==> src/rtl/nvb_pkg.sv <==
`timescale 1ns/1ps
package nvb_pkg;
  localparam int BYTE_W = 8;

  localparam logic [1:0] REG_ALO = 2'd0;
  localparam logic [1:0] REG_AHI = 2'd1;
  localparam logic [1:0] REG_DAT = 2'd2;
  localparam logic [1:0] REG_CTL = 2'd3;

  localparam int B_RD   = 0;
  localparam int B_WR   = 1;
  localparam int B_ARM  = 2;
  localparam int B_BUSY = 3;

  typedef enum logic [0:0] {OP_RD = 1'b0, OP_WR = 1'b1} op_e;

  // status view of the command register; command bits never read back
  function automatic logic [BYTE_W-1:0] ctrl_word(input logic busy, input logic armed);
    logic [BYTE_W-1:0] w;
    w = '0;
    w[B_BUSY] = busy;
    w[B_ARM]  = armed;
    return w;
  endfunction

  function automatic logic is_ctl_write(input logic sel, input logic wr, input logic [1:0] idx);
    return sel && wr && (idx == REG_CTL);
  endfunction
endpackage

==> src/rtl/nvb_regs.sv <==
`timescale 1ns/1ps
module nvb_regs
  import nvb_pkg::*;
#(
  parameter int AW = 10
) (
  input  logic              clk,
  input  logic              rst_n,
  input  logic              wr_en,
  input  logic [1:0]        sel,
  input  logic [BYTE_W-1:0] wdata,
  input  logic              load_en,
  input  logic [BYTE_W-1:0] load_val,
  input  logic              busy,
  input  logic              armed,
  output logic [AW-1:0]     addr,
  output logic [BYTE_W-1:0] data,
  output logic [BYTE_W-1:0] rdata
);
  localparam int HI_W = AW - BYTE_W;

  logic [AW-1:0]     addr_q;
  logic [BYTE_W-1:0] data_q;

  always_ff @(posedge clk) begin
    if (!rst_n) begin
      addr_q <= '0;
      data_q <= '0;
    end else begin
      if (wr_en && sel == REG_ALO) addr_q[BYTE_W-1:0] <= wdata;
      if (wr_en && sel == REG_AHI) addr_q[AW-1:BYTE_W] <= wdata[HI_W-1:0];
      if (load_en)                        data_q <= load_val;
      else if (wr_en && sel == REG_DAT)   data_q <= wdata;
    end
  end

  always_comb begin
    unique case (sel)
      REG_ALO: rdata = addr_q[BYTE_W-1:0];
      REG_AHI: rdata = {{(BYTE_W-HI_W){1'b0}}, addr_q[AW-1:BYTE_W]};
      REG_DAT: rdata = data_q;
      default: rdata = ctrl_word(busy, armed);
    endcase
  end

  assign addr = addr_q;
  assign data = data_q;
endmodule

==> src/rtl/nvb_guard.sv <==
`timescale 1ns/1ps
module nvb_guard #(
  parameter int ARM_WIN = 4
) (
  input  logic clk,
  input  logic rst_n,
  input  logic arm_req,
  input  logic consume,
  output logic arm_open
);
  localparam int CW = $clog2(ARM_WIN + 1);

  logic [CW-1:0] win_cnt;

  always_ff @(posedge clk) begin
    if (!rst_n)             win_cnt <= '0;
    else if (consume)       win_cnt <= '0;
    else if (arm_req)       win_cnt <= CW'(ARM_WIN);
    else if (win_cnt != '0) win_cnt <= win_cnt - 1'b1;
  end

  assign arm_open = (win_cnt != '0);
endmodule

==> src/rtl/nvb_seq.sv <==
`timescale 1ns/1ps
module nvb_seq
  import nvb_pkg::*;
#(
  parameter int AW        = 10,
  parameter int RD_STALL  = 4,
  parameter int WR_STALL  = 2,
  parameter int WR_CYCLES = 40
) (
  input  logic              clk,
  input  logic              rst_n,
  input  logic              rd_accept,
  input  logic              wr_accept,
  input  logic [AW-1:0]     addr_in,
  input  logic [BYTE_W-1:0] data_in,
  output logic              stall,
  output logic              busy,
  output logic              rd_load,
  output logic              commit,
  output logic              done,
  output logic [AW-1:0]     wr_addr,
  output logic [BYTE_W-1:0] wr_data
);
  localparam int STALL_MAX = (RD_STALL > WR_STALL) ? RD_STALL : WR_STALL;
  localparam int SW = $clog2(STALL_MAX + 1);
  localparam int BW = $clog2(WR_CYCLES + 1);

  logic [SW-1:0]     stall_cnt;
  logic [BW-1:0]     busy_cnt;
  op_e               op_q;
  logic              done_q;
  logic [AW-1:0]     wr_addr_q;
  logic [BYTE_W-1:0] wr_data_q;

  always_ff @(posedge clk) begin
    if (!rst_n) begin
      stall_cnt <= '0;
      busy_cnt  <= '0;
      op_q      <= OP_RD;
      done_q    <= 1'b0;
      wr_addr_q <= '0;
      wr_data_q <= '0;
    end else begin
      if (rd_accept) begin
        stall_cnt <= SW'(RD_STALL);
        op_q      <= OP_RD;
      end else if (wr_accept) begin
        stall_cnt <= SW'(WR_STALL);
        op_q      <= OP_WR;
      end else if (stall_cnt != '0) begin
        stall_cnt <= stall_cnt - 1'b1;
      end

      if (wr_accept) begin
        busy_cnt  <= BW'(WR_CYCLES);
        wr_addr_q <= addr_in;
        wr_data_q <= data_in;
      end else if (busy_cnt != '0) begin
        busy_cnt <= busy_cnt - 1'b1;
      end

      done_q <= commit;
    end
  end

  assign stall   = (stall_cnt != '0);
  assign busy    = (busy_cnt != '0);
  assign rd_load = (stall_cnt == SW'(1)) && (op_q == OP_RD);
  assign commit  = (busy_cnt == BW'(1));
  assign done    = done_q;
  assign wr_addr = wr_addr_q;
  assign wr_data = wr_data_q;
endmodule

==> src/rtl/nvbyte_ctrl.sv <==
`timescale 1ns/1ps
module nvbyte_ctrl
  import nvb_pkg::*;
#(
  parameter int AW        = 10,
  parameter int RD_STALL  = 4,
  parameter int WR_STALL  = 2,
  parameter int WR_CYCLES = 40,
  parameter int ARM_WIN   = 4
) (
  input  logic              clk,
  input  logic              rst_n,
  input  logic              bus_sel,
  input  logic              bus_wr,
  input  logic [1:0]        bus_reg,
  input  logic [BYTE_W-1:0] bus_wdata,
  output logic [BYTE_W-1:0] bus_rdata,
  output logic              cpu_stall,
  output logic              wr_done,
  output logic [AW-1:0]     mem_addr,
  output logic [BYTE_W-1:0] mem_wdata,
  output logic              mem_we,
  input  logic [BYTE_W-1:0] mem_rdata
);
  // named internal events, also observed by the bound checker
  logic              ctl_wr;
  logic              idle;
  logic              arm_open;
  logic              rd_accept;
  logic              wr_accept;
  logic              rd_load;
  logic              busy;
  logic [AW-1:0]     reg_addr;
  logic [BYTE_W-1:0] reg_data;
  logic [AW-1:0]     wr_addr;

  assign ctl_wr    = is_ctl_write(bus_sel, bus_wr, bus_reg);
  assign idle      = !cpu_stall && !busy;
  assign wr_accept = ctl_wr && bus_wdata[B_WR] && idle && arm_open;
  assign rd_accept = ctl_wr && bus_wdata[B_RD] && idle && !wr_accept;

  nvb_regs #(.AW(AW)) u_regs (
    .clk      (clk),
    .rst_n    (rst_n),
    .wr_en    (bus_sel && bus_wr),
    .sel      (bus_reg),
    .wdata    (bus_wdata),
    .load_en  (rd_load),
    .load_val (mem_rdata),
    .busy     (busy),
    .armed    (arm_open),
    .addr     (reg_addr),
    .data     (reg_data),
    .rdata    (bus_rdata)
  );

  nvb_guard #(.ARM_WIN(ARM_WIN)) u_guard (
    .clk      (clk),
    .rst_n    (rst_n),
    .arm_req  (ctl_wr && bus_wdata[B_ARM]),
    .consume  (wr_accept),
    .arm_open (arm_open)
  );

  nvb_seq #(
    .AW(AW), .RD_STALL(RD_STALL), .WR_STALL(WR_STALL), .WR_CYCLES(WR_CYCLES)
  ) u_seq (
    .clk       (clk),
    .rst_n     (rst_n),
    .rd_accept (rd_accept),
    .wr_accept (wr_accept),
    .addr_in   (reg_addr),
    .data_in   (reg_data),
    .stall     (cpu_stall),
    .busy      (busy),
    .rd_load   (rd_load),
    .commit    (mem_we),
    .done      (wr_done),
    .wr_addr   (wr_addr),
    .wr_data   (mem_wdata)
  );

  assign mem_addr = busy ? wr_addr : reg_addr;
endmodule

==> config.mk <==
export PLATFORM = sky130hd
export DESIGN_NAME = nvbyte_ctrl
export DESIGN_NICKNAME = d
export VERILOG_FILES = /design/src/rtl/nvb_pkg.sv /design/src/rtl/nvb_regs.sv /design/src/rtl/nvb_guard.sv /design/src/rtl/nvb_seq.sv /design/src/rtl/nvbyte_ctrl.sv
export SDC_FILE = /design/constraint.sdc
export NUM_CORES = 1
export LEC_CHECK = 0
export ABC_AREA = 1
export BUFFER_PORTS_ARGS = -buffer_cell sky130_fd_sc_hd__buf_4
export CAP_MARGIN = 10
export CORE_MARGIN = 10
export CORE_UTILIZATION = 55
export CTS_CLUSTER_SIZE = 8
export DETAILED_ROUTE_END_ITERATION = 12
export GPL_ROUTABILITY_DRIVEN = 1
export GPL_TIMING_DRIVEN = 0
export PLACE_DENSITY_LB_ADDON = 0.25
export SLEW_MARGIN = 5
export SYNTH_ARGS = -nofsm -noshare
export SYNTH_HDL_FRONTEND = slang
export SYNTH_SLANG_ARGS = --single-unit
==> constraint.sdc <==
create_clock -name clk -period 2.7 [get_ports clk]
set_clock_uncertainty 0.1 [all_clocks]
set_input_delay 0.405 -clock clk [delete_from_list [all_inputs] [get_ports clk]]
set_output_delay 0.405 -clock clk [all_outputs]
set_load 0.05 [all_outputs]
==> results of run 1 <==
-- report_power, final --
group          total [mW]  switching, mW  internal (mW)
Sequential          0.855         0.0458          0.809
Clock               0.653          0.258          0.395
Combinational        1.01          0.664          0.347
-- registers in the layout (all words and copies together), names as in the netlist --
name / count
u_regs.addr: 10
u_seq.wr_data: 8
u_seq.stall_cnt: 3
u_seq.done: 1
u_regs.data: 8
u_seq.wr_addr: 10
u_seq.op_q: 1
u_seq.busy_cnt: 6
u_guard.win_cnt: 3
-- cells by family (layout without fill, tap and decap cells) --
| kind of cell | Yosys count | count (layout) | share of synthesized area (%) |
|---|---|---|---|
| compound gates | 77 | 77 | 16.3 |
| xor+xnor | 2 | 2 | 0.688 |
| fa+ha+maj | 6 | 6 | 2.95 |
| buf+inv | 60 | 118 | 11.1 |
| flops | 50 | 50 | 39.3 |
| simple gates | 163 | 163 | 29.7 |
-- layout by cell type (no fill, tap or decap), types with 2 or more instances in the layout --
cell type   n
inv_1      42
clkbuf_8    6
o22ai_1     4
a21oi_1    45
clkbuf_2    2
clkbuf_1    4
xor2_1      2
nor2_2      3
dfxtp_1    50
nand2_2     4
o21ai_0    22
o221ai_1    4
buf_2       3
nand3_1    45
buf_4      50
buf_6       7
ha_1        6
nand4_1     2
nor2_4      2
nor2_1     32
bufinv_16   2
nand2_1    68
-- metrics by stage --
stage	instances	setup WS (ns)	hold slack, ns	total power, mW
6_report	468	0.205	0.312	2.52
5_1_grt	468	0.0619	0.315	2.66
4_1_cts	468	0.102	0.300	2.52
3_5_place_dp	460	0.453	0.369	1.88
3_3_place_gp	460	0.536	0.361	1.84
2_1_floorplan	358	0.0868	0.352	1.63
-- how the worst max path moves through the flow --
stage | to | cells past startpoint
6_report | mem_addr[0] | 6
5_1_grt | mem_addr[0] | 6
4_1_cts | mem_addr[0] | 7
3_5_place_dp | mem_addr[0] | 7
3_3_place_gp | mem_addr[0] | 7
2_1_floorplan | mem_addr[9] | 5
-- worst max-delay path, delay by kind of cell (launching register included) --
kind | cells | cell delay, ns
compound gates | 1 | 0.18
simple gates | 1 | 0.20
flops | 1 | 0.36
fa+ha+maj | 1 | 0.24
buf+inv | 3 | 0.69
-- cell usage after synthesis --
library cell	instances
nand2_1	68
dfxtp_1	50
a21oi_1	45
nand3_1	45
inv_1	42
nor2_1	32
o21ai_0	22
buf_6	7
ha_1	6
clkbuf_1	5
nand2_2	4
o221ai_1	4
o22ai_1	4
buf_2	3
nor2_2	3
nand4_1	2
nor2_4	2
xor2_1	2
buf_1	1
clkbuf_2	1
inv_2	1
nand2_4	1
nand3_2	1
nand3_4	1
nor2_8	1
nor3_1	1
nor4_1	1
o211a_1	1
o21ai_2	1
or2_2	1
-- layout make-up --
cell class / count / area share [%]
Sequential cell: 50 / 32.0
Clock inverter: 2 / 1.92
Clock buffer: 6 / 2.64
Inverter: 43 / 5.16
Tap cell: 52 / 2.08
Buffer: 17 / 3.92
Timing Repair Buffer: 50 / 12.0
Multi-Input combinational cell: 248 / 40.3
-- routing by layer --
| layer | share of wire [%] | vias to the layer above | wire length, um | global-route usage, % |
|---|---|---|---|---|
| met1 | 42 | 1159 | 2970 | 20.6 |
| met2 | 49 | 110 | 3430 | 32.0 |
| met5 | 0 | - | 0 | 0 |
| met3 | 7.2 | 13 | 502 | 5.39 |
| li1 | - | 1286 | - | - |
| met4 | 1.6 | 0 | 114 | 5.42 |
-- what timing repair did --
| item | 4_1_cts | 5_1_grt |
|---|---|---|
| resized for setup | 0 | 2 |
| hold buffers | 0 | 0 |
| endpoints found under the setup margin | 0 | 1 |
==> report_table.html, run 1 <==
<table>
<tr><th>Metric</th><th>Value</th></tr>
<tr><th colspan="2">Outcome</th></tr>
<tr><td>Status</td><td>finished, final reports clean</td></tr>
<tr><th colspan="2">Yosys</th></tr>
<tr><td>Flip-flop and latch count after synthesis</td><td>50</td></tr>
<tr><td>Fraction of synthesized cell area taken by the top area cell type</td><td>39.3%</td></tr>
<tr><td>Per-instance average area after synthesis</td><td>7.11 um^2</td></tr>
<tr><td>Synthesized Nets</td><td>386</td></tr>
<tr><td>Leading area contributor after synthesis</td><td>dfxtp_1</td></tr>
<tr><td>Register area share after synthesis</td><td>39.3%</td></tr>
<tr><td>Leading post-synthesis cells by cell area</td><td>dfxtp_1 39%, nand2_1 10%, a21oi_1 8.8%, nand3_1 8.8%, inv_1 6.2%</td></tr>
<tr><td>Netlist area before placement</td><td>2550 um^2</td></tr>
<tr><td>Number of distinct library cells after synthesis</td><td>30</td></tr>
<tr><td>Yosys synthesis warning count</td><td>0</td></tr>
<tr><td>Gate count after technology mapping</td><td>358</td></tr>
<tr><th colspan="2">Finish</th></tr>
<tr><td>Share of post-route cells with drive strength above 1</td><td>20.7%</td></tr>
<tr><td>Total of fill cells in the finished design</td><td>387</td></tr>
<tr><td>Antenna diode count</td><td>0</td></tr>
<tr><td>Area growth from synthesis to layout</td><td>22.9%</td></tr>
<tr><td>Post-route cell area</td><td>3130 um^2</td></tr>
<tr><td>Total number of nets in the final design</td><td>443</td></tr>
<tr><td>Area of the multi-input gates</td><td>1260 um^2</td></tr>
<tr><td>Combined flip-flop and latch cell area</td><td>1000 um^2</td></tr>
<tr><td>Share of the core filled with cells in the final layout</td><td>70.9%</td></tr>
<tr><th colspan="2">Routing</th></tr>
<tr><td>Detailed router's first-iteration violation count</td><td>121</td></tr>
<tr><td>Routed Wire Length</td><td>7020 um</td></tr>
<tr><td>Count of nets left with antenna violations after detail routing</td><td>0</td></tr>
<tr><td>Pre-Repair DR Iteration Count</td><td>6</td></tr>
<tr><td>Number of remaining DRC errors</td><td>0</td></tr>
<tr><td>Routed via count</td><td>2,568</td></tr>
<tr><td>Vias per cell</td><td>5.49</td></tr>
<tr><td>Average detailed-routed wire length per instance</td><td>15.0 um</td></tr>
<tr><th colspan="2">CTS</th></tr>
<tr><td>Clk Tree Root Cell</td><td>clkbuf_8</td></tr>
<tr><td>TritonCTS clock tree</td><td>done</td></tr>
<tr><td>Maximum level of the CTS H-tree</td><td>2</td></tr>
<tr><td>Clock Sinks</td><td>50</td></tr>
<tr><td>Deepest clock path buffer count</td><td>2</td></tr>
<tr><td>Clock-pin slew reported for the worst setup and hold paths after clock tree synthesis</td><td>0.09 ns</td></tr>
<tr><td>Setup repair bufs after CTS</td><td>0</td></tr>
<tr><td>Number of clock buffers inserted by TritonCTS</td><td>5</td></tr>
<tr><td>Worst-Skew Late Latency</td><td>0.31 ns</td></tr>
<tr><th colspan="2">Setup path</th></tr>
<tr><td>Reg2Reg Depth</td><td>11</td></tr>
<tr><td>Cell chain of the critical path</td><td>inv_1, ha_1, nand3_4, clkbuf_1, o21ai_0, buf_4</td></tr>
<tr><td>Source of the critical timing path</td><td>u_seq.busy_cnt[0]</td></tr>
<tr><td>Endpoint class of the critical path</td><td>output pin</td></tr>
<tr><td>Kind of start point of the critical path</td><td>register</td></tr>
<tr><td>CP Data Arrival Time</td><td>1.99 ns</td></tr>
<tr><td>CP max FO</td><td>10</td></tr>
<tr><td>Critical path required time</td><td>2.19 ns</td></tr>
<tr><td>Crit path largest cell delay</td><td>0.38 ns</td></tr>
<tr><td>Endpoint of the worst register-to-register path</td><td>u_guard.win_cnt[2]</td></tr>
<tr><td>Slowest stage cell, crit path</td><td>clkbuf_1</td></tr>
<tr><td>Worst reg2reg startpoint</td><td>u_guard.win_cnt[0]</td></tr>
<tr><td>Reg-to-reg slack, setup</td><td>0.65 ns</td></tr>
<tr><td>Worst Setup Path Type</td><td>reg2out</td></tr>
<tr><th colspan="2">Hold path</th></tr>
<tr><td>Worst min-delay path endpoint</td><td>u_regs.addr[6]</td></tr>
<tr><td>Hold Startpoint</td><td>bus_wdata[6]</td></tr>
<tr><td>Hold path depth</td><td>3</td></tr>
<tr><td>Hold WC Path Type</td><td>in2reg</td></tr>
<tr><th colspan="2">Pwr</th></tr>
<tr><td>Worst IR drop on VDD</td><td>0.556 mV</td></tr>
<tr><td>Power density normalized to cell area</td><td>805 nW/um^2</td></tr>
<tr><td>Leak pwr</td><td>1.38 nW</td></tr>
<tr><th colspan="2">STA</th></tr>
<tr><td>Final number of hold-violating endpoints</td><td>0</td></tr>
<tr><td>Max Slew Vio Count</td><td>0</td></tr>
<tr><td>Highest Clock Rate</td><td>401 MHz</td></tr>
<tr><td>Normalized max-slew margin</td><td>70.1%</td></tr>
<tr><td>Setup TNS Final</td><td>0 ns</td></tr>
<tr><td>Crit path time final</td><td>2.49 ns</td></tr>
<tr><td>Unrepaired setup endpoints after global routing</td><td>false</td></tr>
<tr><td>Final setup violating endpoints</td><td>0</td></tr>
<tr><td>Tightest Pin Transition</td><td>0.449 ns</td></tr>
<tr><td>Fin crit share</td><td>92.4%</td></tr>
<tr><th colspan="2">Placement</th></tr>
<tr><td>Instance area after placement</td><td>2990 um^2</td></tr>
<tr><td>Global placement routability congestion</td><td>0.865</td></tr>
<tr><td>Placed wire-length estimate</td><td>5410 um</td></tr>
<tr><td>Number of port buffers</td><td>50</td></tr>
<tr><th colspan="2">Floorplanning</th></tr>
<tr><td>Number of ports placed on the die boundary</td><td>51</td></tr>
<tr><td>Die W</td><td>88.0 um</td></tr>
<tr><td>Full die area</td><td>7750 um^2</td></tr>
<tr><td>Core region area</td><td>4410 um^2</td></tr>
<tr><td>DIE HEIGHT</td><td>88.0 um</td></tr>
<tr><td># rows</td><td>24</td></tr>
<tr><td>Starting density of the core</td><td>57.7%</td></tr>
<tr><th colspan="2">GRT</th></tr>
<tr><td>Overall overflow remaining after global route</td><td>0</td></tr>
<tr><td>Global-route wire length before repair</td><td>11,200 um</td></tr>
<tr><td>Largest net degree at the start of global routing</td><td>16</td></tr>
<tr><td>Vias in the first global route</td><td>2,449</td></tr>
<tr><td>Initial antenna violation count</td><td>0</td></tr>
<tr><td>GRT Util Overall</td><td>18.1%</td></tr>
<tr><th colspan="2">Job</th></tr>
<tr><td>Max Cap Violations</td><td>0</td></tr>
</table>
No activity file was read; power rests on OpenSTA's default activity.
==> inputs of run 2 (changes only) <==
==> constraint.sdc (replaced) <==
create_clock -name clk -period 2.7 [get_ports clk]
set_clock_uncertainty 0.1 [all_clocks]
set_input_delay 0.405 -clock clk [delete_from_list [all_inputs] [get_ports clk]]
set_output_delay 0.405 -clock clk [all_outputs]
set_load 0.01 [all_outputs]
==> report_table.html, run 2 (same netlist as run 1, synthesis figures left out) <==
<table>
<tr><th>Metric</th><th>Value</th></tr>
<tr><th colspan="2">Setup path</th></tr>
<tr><td>Endpoint class of the critical path</td><td>output pin</td></tr>
<tr><td>Source of the critical timing path</td><td>u_seq.busy_cnt[0]</td></tr>
<tr><td>Reg2Reg Depth</td><td>11</td></tr>
<tr><td>End point of the critical path</td><td>mem_addr[0]</td></tr>
<tr><td>CP Data Arrival Time</td><td>1.98 ns</td></tr>
<tr><td>CP max FO</td><td>10</td></tr>
<tr><td>Worst Setup Path Type</td><td>reg2out</td></tr>
<tr><td>Worst reg2reg startpoint</td><td>u_guard.win_cnt[0]</td></tr>
<tr><td>Kind of start point of the critical path</td><td>register</td></tr>
<tr><td>Endpoint of the worst register-to-register path</td><td>u_guard.win_cnt[2]</td></tr>
<tr><td>Reg-to-reg slack, setup</td><td>0.65 ns</td></tr>
<tr><td>Critical path required time</td><td>2.19 ns</td></tr>
<tr><th colspan="2">STA</th></tr>
<tr><td>Worst path setup slack after routing</td><td>0.212 ns</td></tr>
<tr><td>Tightest Pin Transition</td><td>0.463 ns</td></tr>
<tr><td>Normalized max-slew margin</td><td>69.1%</td></tr>
<tr><td>Final setup violating endpoints</td><td>0</td></tr>
<tr><td>Crit path time final</td><td>2.49 ns</td></tr>
<tr><td>Highest Clock Rate</td><td>402 MHz</td></tr>
<tr><td>Max Slew Vio Count</td><td>0</td></tr>
<tr><td>Fin crit share</td><td>92.2%</td></tr>
<tr><td>Setup TNS Final</td><td>0 ns</td></tr>
<tr><td>Unrepaired setup endpoints after global routing</td><td>false</td></tr>
<tr><td>Final number of hold-violating endpoints</td><td>0</td></tr>
<tr><td>Final hold slack</td><td>0.310 ns</td></tr>
<tr><th colspan="2">Pwr</th></tr>
<tr><td>Sequential Power Share</td><td>35.3%</td></tr>
<tr><td>Internal cell power</td><td>1.55 mW</td></tr>
<tr><td>Power density normalized to cell area</td><td>774 nW/um^2</td></tr>
<tr><td>Switching share of power</td><td>36.1%</td></tr>
<tr><td>Worst IR drop on VDD</td><td>0.553 mV</td></tr>
<tr><td>Clock share of power</td><td>27.0%</td></tr>
<tr><td>Total net switching power</td><td>0.875 mW</td></tr>
<tr><td>Leak pwr</td><td>1.37 nW</td></tr>
<tr><td>Overall Power</td><td>2.42 mW</td></tr>
<tr><td>Combinational group share of total power</td><td>37.7%</td></tr>
<tr><th colspan="2">Placement</th></tr>
<tr><td>Placed instance count</td><td>460</td></tr>
<tr><td>Number of port buffers</td><td>50</td></tr>
<tr><td>Global placement routability congestion</td><td>0.865</td></tr>
<tr><td>Placed wire-length estimate</td><td>5410 um</td></tr>
<tr><td>Instance area after placement</td><td>2990 um^2</td></tr>
<tr><td>Worst slack, placed</td><td>0.531 ns</td></tr>
<tr><th colspan="2">Floorplanning</th></tr>
<tr><td>Number of ports placed on the die boundary</td><td>51</td></tr>
<tr><td>Full die area</td><td>7750 um^2</td></tr>
<tr><td># rows</td><td>24</td></tr>
<tr><td>DIE HEIGHT</td><td>88.0 um</td></tr>
<tr><td>Starting density of the core</td><td>57.7%</td></tr>
<tr><td>Core region area</td><td>4410 um^2</td></tr>
<tr><td>Die W</td><td>88.0 um</td></tr>
<tr><th colspan="2">Routing</th></tr>
<tr><td>Pre-Repair DR Iteration Count</td><td>5</td></tr>
<tr><td>Count of nets left with antenna violations after detail routing</td><td>0</td></tr>
<tr><td>Number of remaining DRC errors</td><td>0</td></tr>
<tr><td>Detailed router's first-iteration violation count</td><td>136</td></tr>
<tr><td>Average detailed-routed wire length per instance</td><td>15.1 um</td></tr>
<tr><td>Routed Wire Length</td><td>7050 um</td></tr>
<tr><td>Vias per cell</td><td>5.53</td></tr>
<tr><td>Routed via count</td><td>2,586</td></tr>
<tr><th colspan="2">GRT</th></tr>
<tr><td>Met3 usage in global routing</td><td>5.39%</td></tr>
<tr><td>Global-route wire length before repair</td><td>11,200 um</td></tr>
<tr><td>Initial antenna violation count</td><td>0</td></tr>
<tr><td>Busiest grt layer</td><td>met2</td></tr>
<tr><td>Vias in the first global route</td><td>2,449</td></tr>
<tr><td>GRT Util Overall</td><td>18.1%</td></tr>
<tr><td>Overall overflow remaining after global route</td><td>0</td></tr>
<tr><td>Largest net degree at the start of global routing</td><td>16</td></tr>
<tr><td>Global routing met1 resource utilization</td><td>20.6%</td></tr>
<tr><td>Met2 track demand over resource in global routing</td><td>32.0%</td></tr>
<tr><th colspan="2">CTS</th></tr>
<tr><td>Clk Tree Root Cell</td><td>clkbuf_8</td></tr>
<tr><td>Worst-Skew Late Latency</td><td>0.31 ns</td></tr>
<tr><td>Clock Sinks</td><td>50</td></tr>
<tr><td>Setup repair bufs after CTS</td><td>0</td></tr>
<tr><td>TritonCTS clock tree</td><td>done</td></tr>
<tr><td>CTS hold repair buffers</td><td>0</td></tr>
<tr><td>Deepest clock path buffer count</td><td>2</td></tr>
<tr><td>Post-CTS resize count</td><td>0</td></tr>
<tr><td>Clock-pin slew reported for the worst setup and hold paths after clock tree synthesis</td><td>0.09 ns</td></tr>
<tr><td>Number of clock buffers inserted by TritonCTS</td><td>5</td></tr>
<tr><td>Maximum level of the CTS H-tree</td><td>2</td></tr>
<tr><th colspan="2">Hold path</th></tr>
<tr><td>Hold WC Path Type</td><td>in2reg</td></tr>
<tr><th colspan="2">Finish</th></tr>
<tr><td>Share of post-route cells with drive strength above 1</td><td>20.4%</td></tr>
<tr><td>Area growth from synthesis to layout</td><td>22.9%</td></tr>
<tr><td>Highest-count cells in the layout ignoring fill and taps</td><td>68 x nand2_1, 50 x buf_4, 50 x dfxtp_1</td></tr>
<tr><td>Leading cell type in the layout, fill and taps excluded</td><td>nand2_1</td></tr>
<tr><td>Non-filler cells, final</td><td>468</td></tr>
<tr><td>Antenna diode count</td><td>0</td></tr>
<tr><td>Total number of nets in the final design</td><td>443</td></tr>
<tr><td>Post-route cell area</td><td>3130 um^2</td></tr>
<tr><td>Share of the core filled with cells in the final layout</td><td>70.9%</td></tr>
<tr><th colspan="2">Outcome</th></tr>
<tr><td>Status</td><td>finished, final reports clean</td></tr>
<tr><th colspan="2">Job</th></tr>
<tr><td>Max Cap Violations</td><td>0</td></tr>
</table>
[run 2: worst min-delay path by stage]
stage | from | end | slack, ns | cells past startpoint
after detailed placement | u_seq.wr_addr[6] | u_seq.wr_addr[6] | 0.37 | 2
after global routing | bus_wdata[6] | u_regs.addr[6] | 0.32 | 3
after floorplan | u_seq.wr_addr[0] | u_seq.wr_addr[0] | 0.35 | 2
final | bus_wdata[6] | u_regs.addr[6] | 0.31 | 3
after CTS | bus_wdata[6] | u_regs.addr[6] | 0.30 | 3
after global placement | u_seq.wr_addr[4] | u_seq.wr_addr[4] | 0.36 | 2
[run 2: final cells by class]
cell class                 count  area, um^2
multi-input combinational    248        1260
inverter                      43         161
clock buffer                   6        82.6
sequential                    50        1000
fill                         387        1280
buffer                        17         121
clock inverter                 2        60.1
timing repair buffer          50         375
tap                           52        65.1
[run 2: critical path, cell delays in order (launching register included)]
cell and delay, ns:
dfxtp_1 0.36, inv_1 0.09, ha_1 0.24, nand3_4 0.20, clkbuf_1 0.40, nand2_1 0.08
o21ai_0 0.12, buf_4 0.17
[run 2: layer usage]
layer / share of wire (%) / vias up
li1: - / 1285
met1: 42 / 1177
met2: 49 / 113
met3: 7.3 / 11
met4: 1.5 / 0
met5: 0 / -
[run 2: power by group through the flow]
stage | sequential [mW] | clock [mW] | combinational [mW]
5_1_grt | 0.865 | 0.678 | 1.02
2_1_floorplan | 0.867 | 0 | 0.665
3_3_place_gp | 0.869 | 0 | 0.877
4_1_cts | 0.856 | 0.656 | 0.913
3_5_place_dp | 0.873 | 0 | 0.911
6_report | 0.855 | 0.654 | 0.912
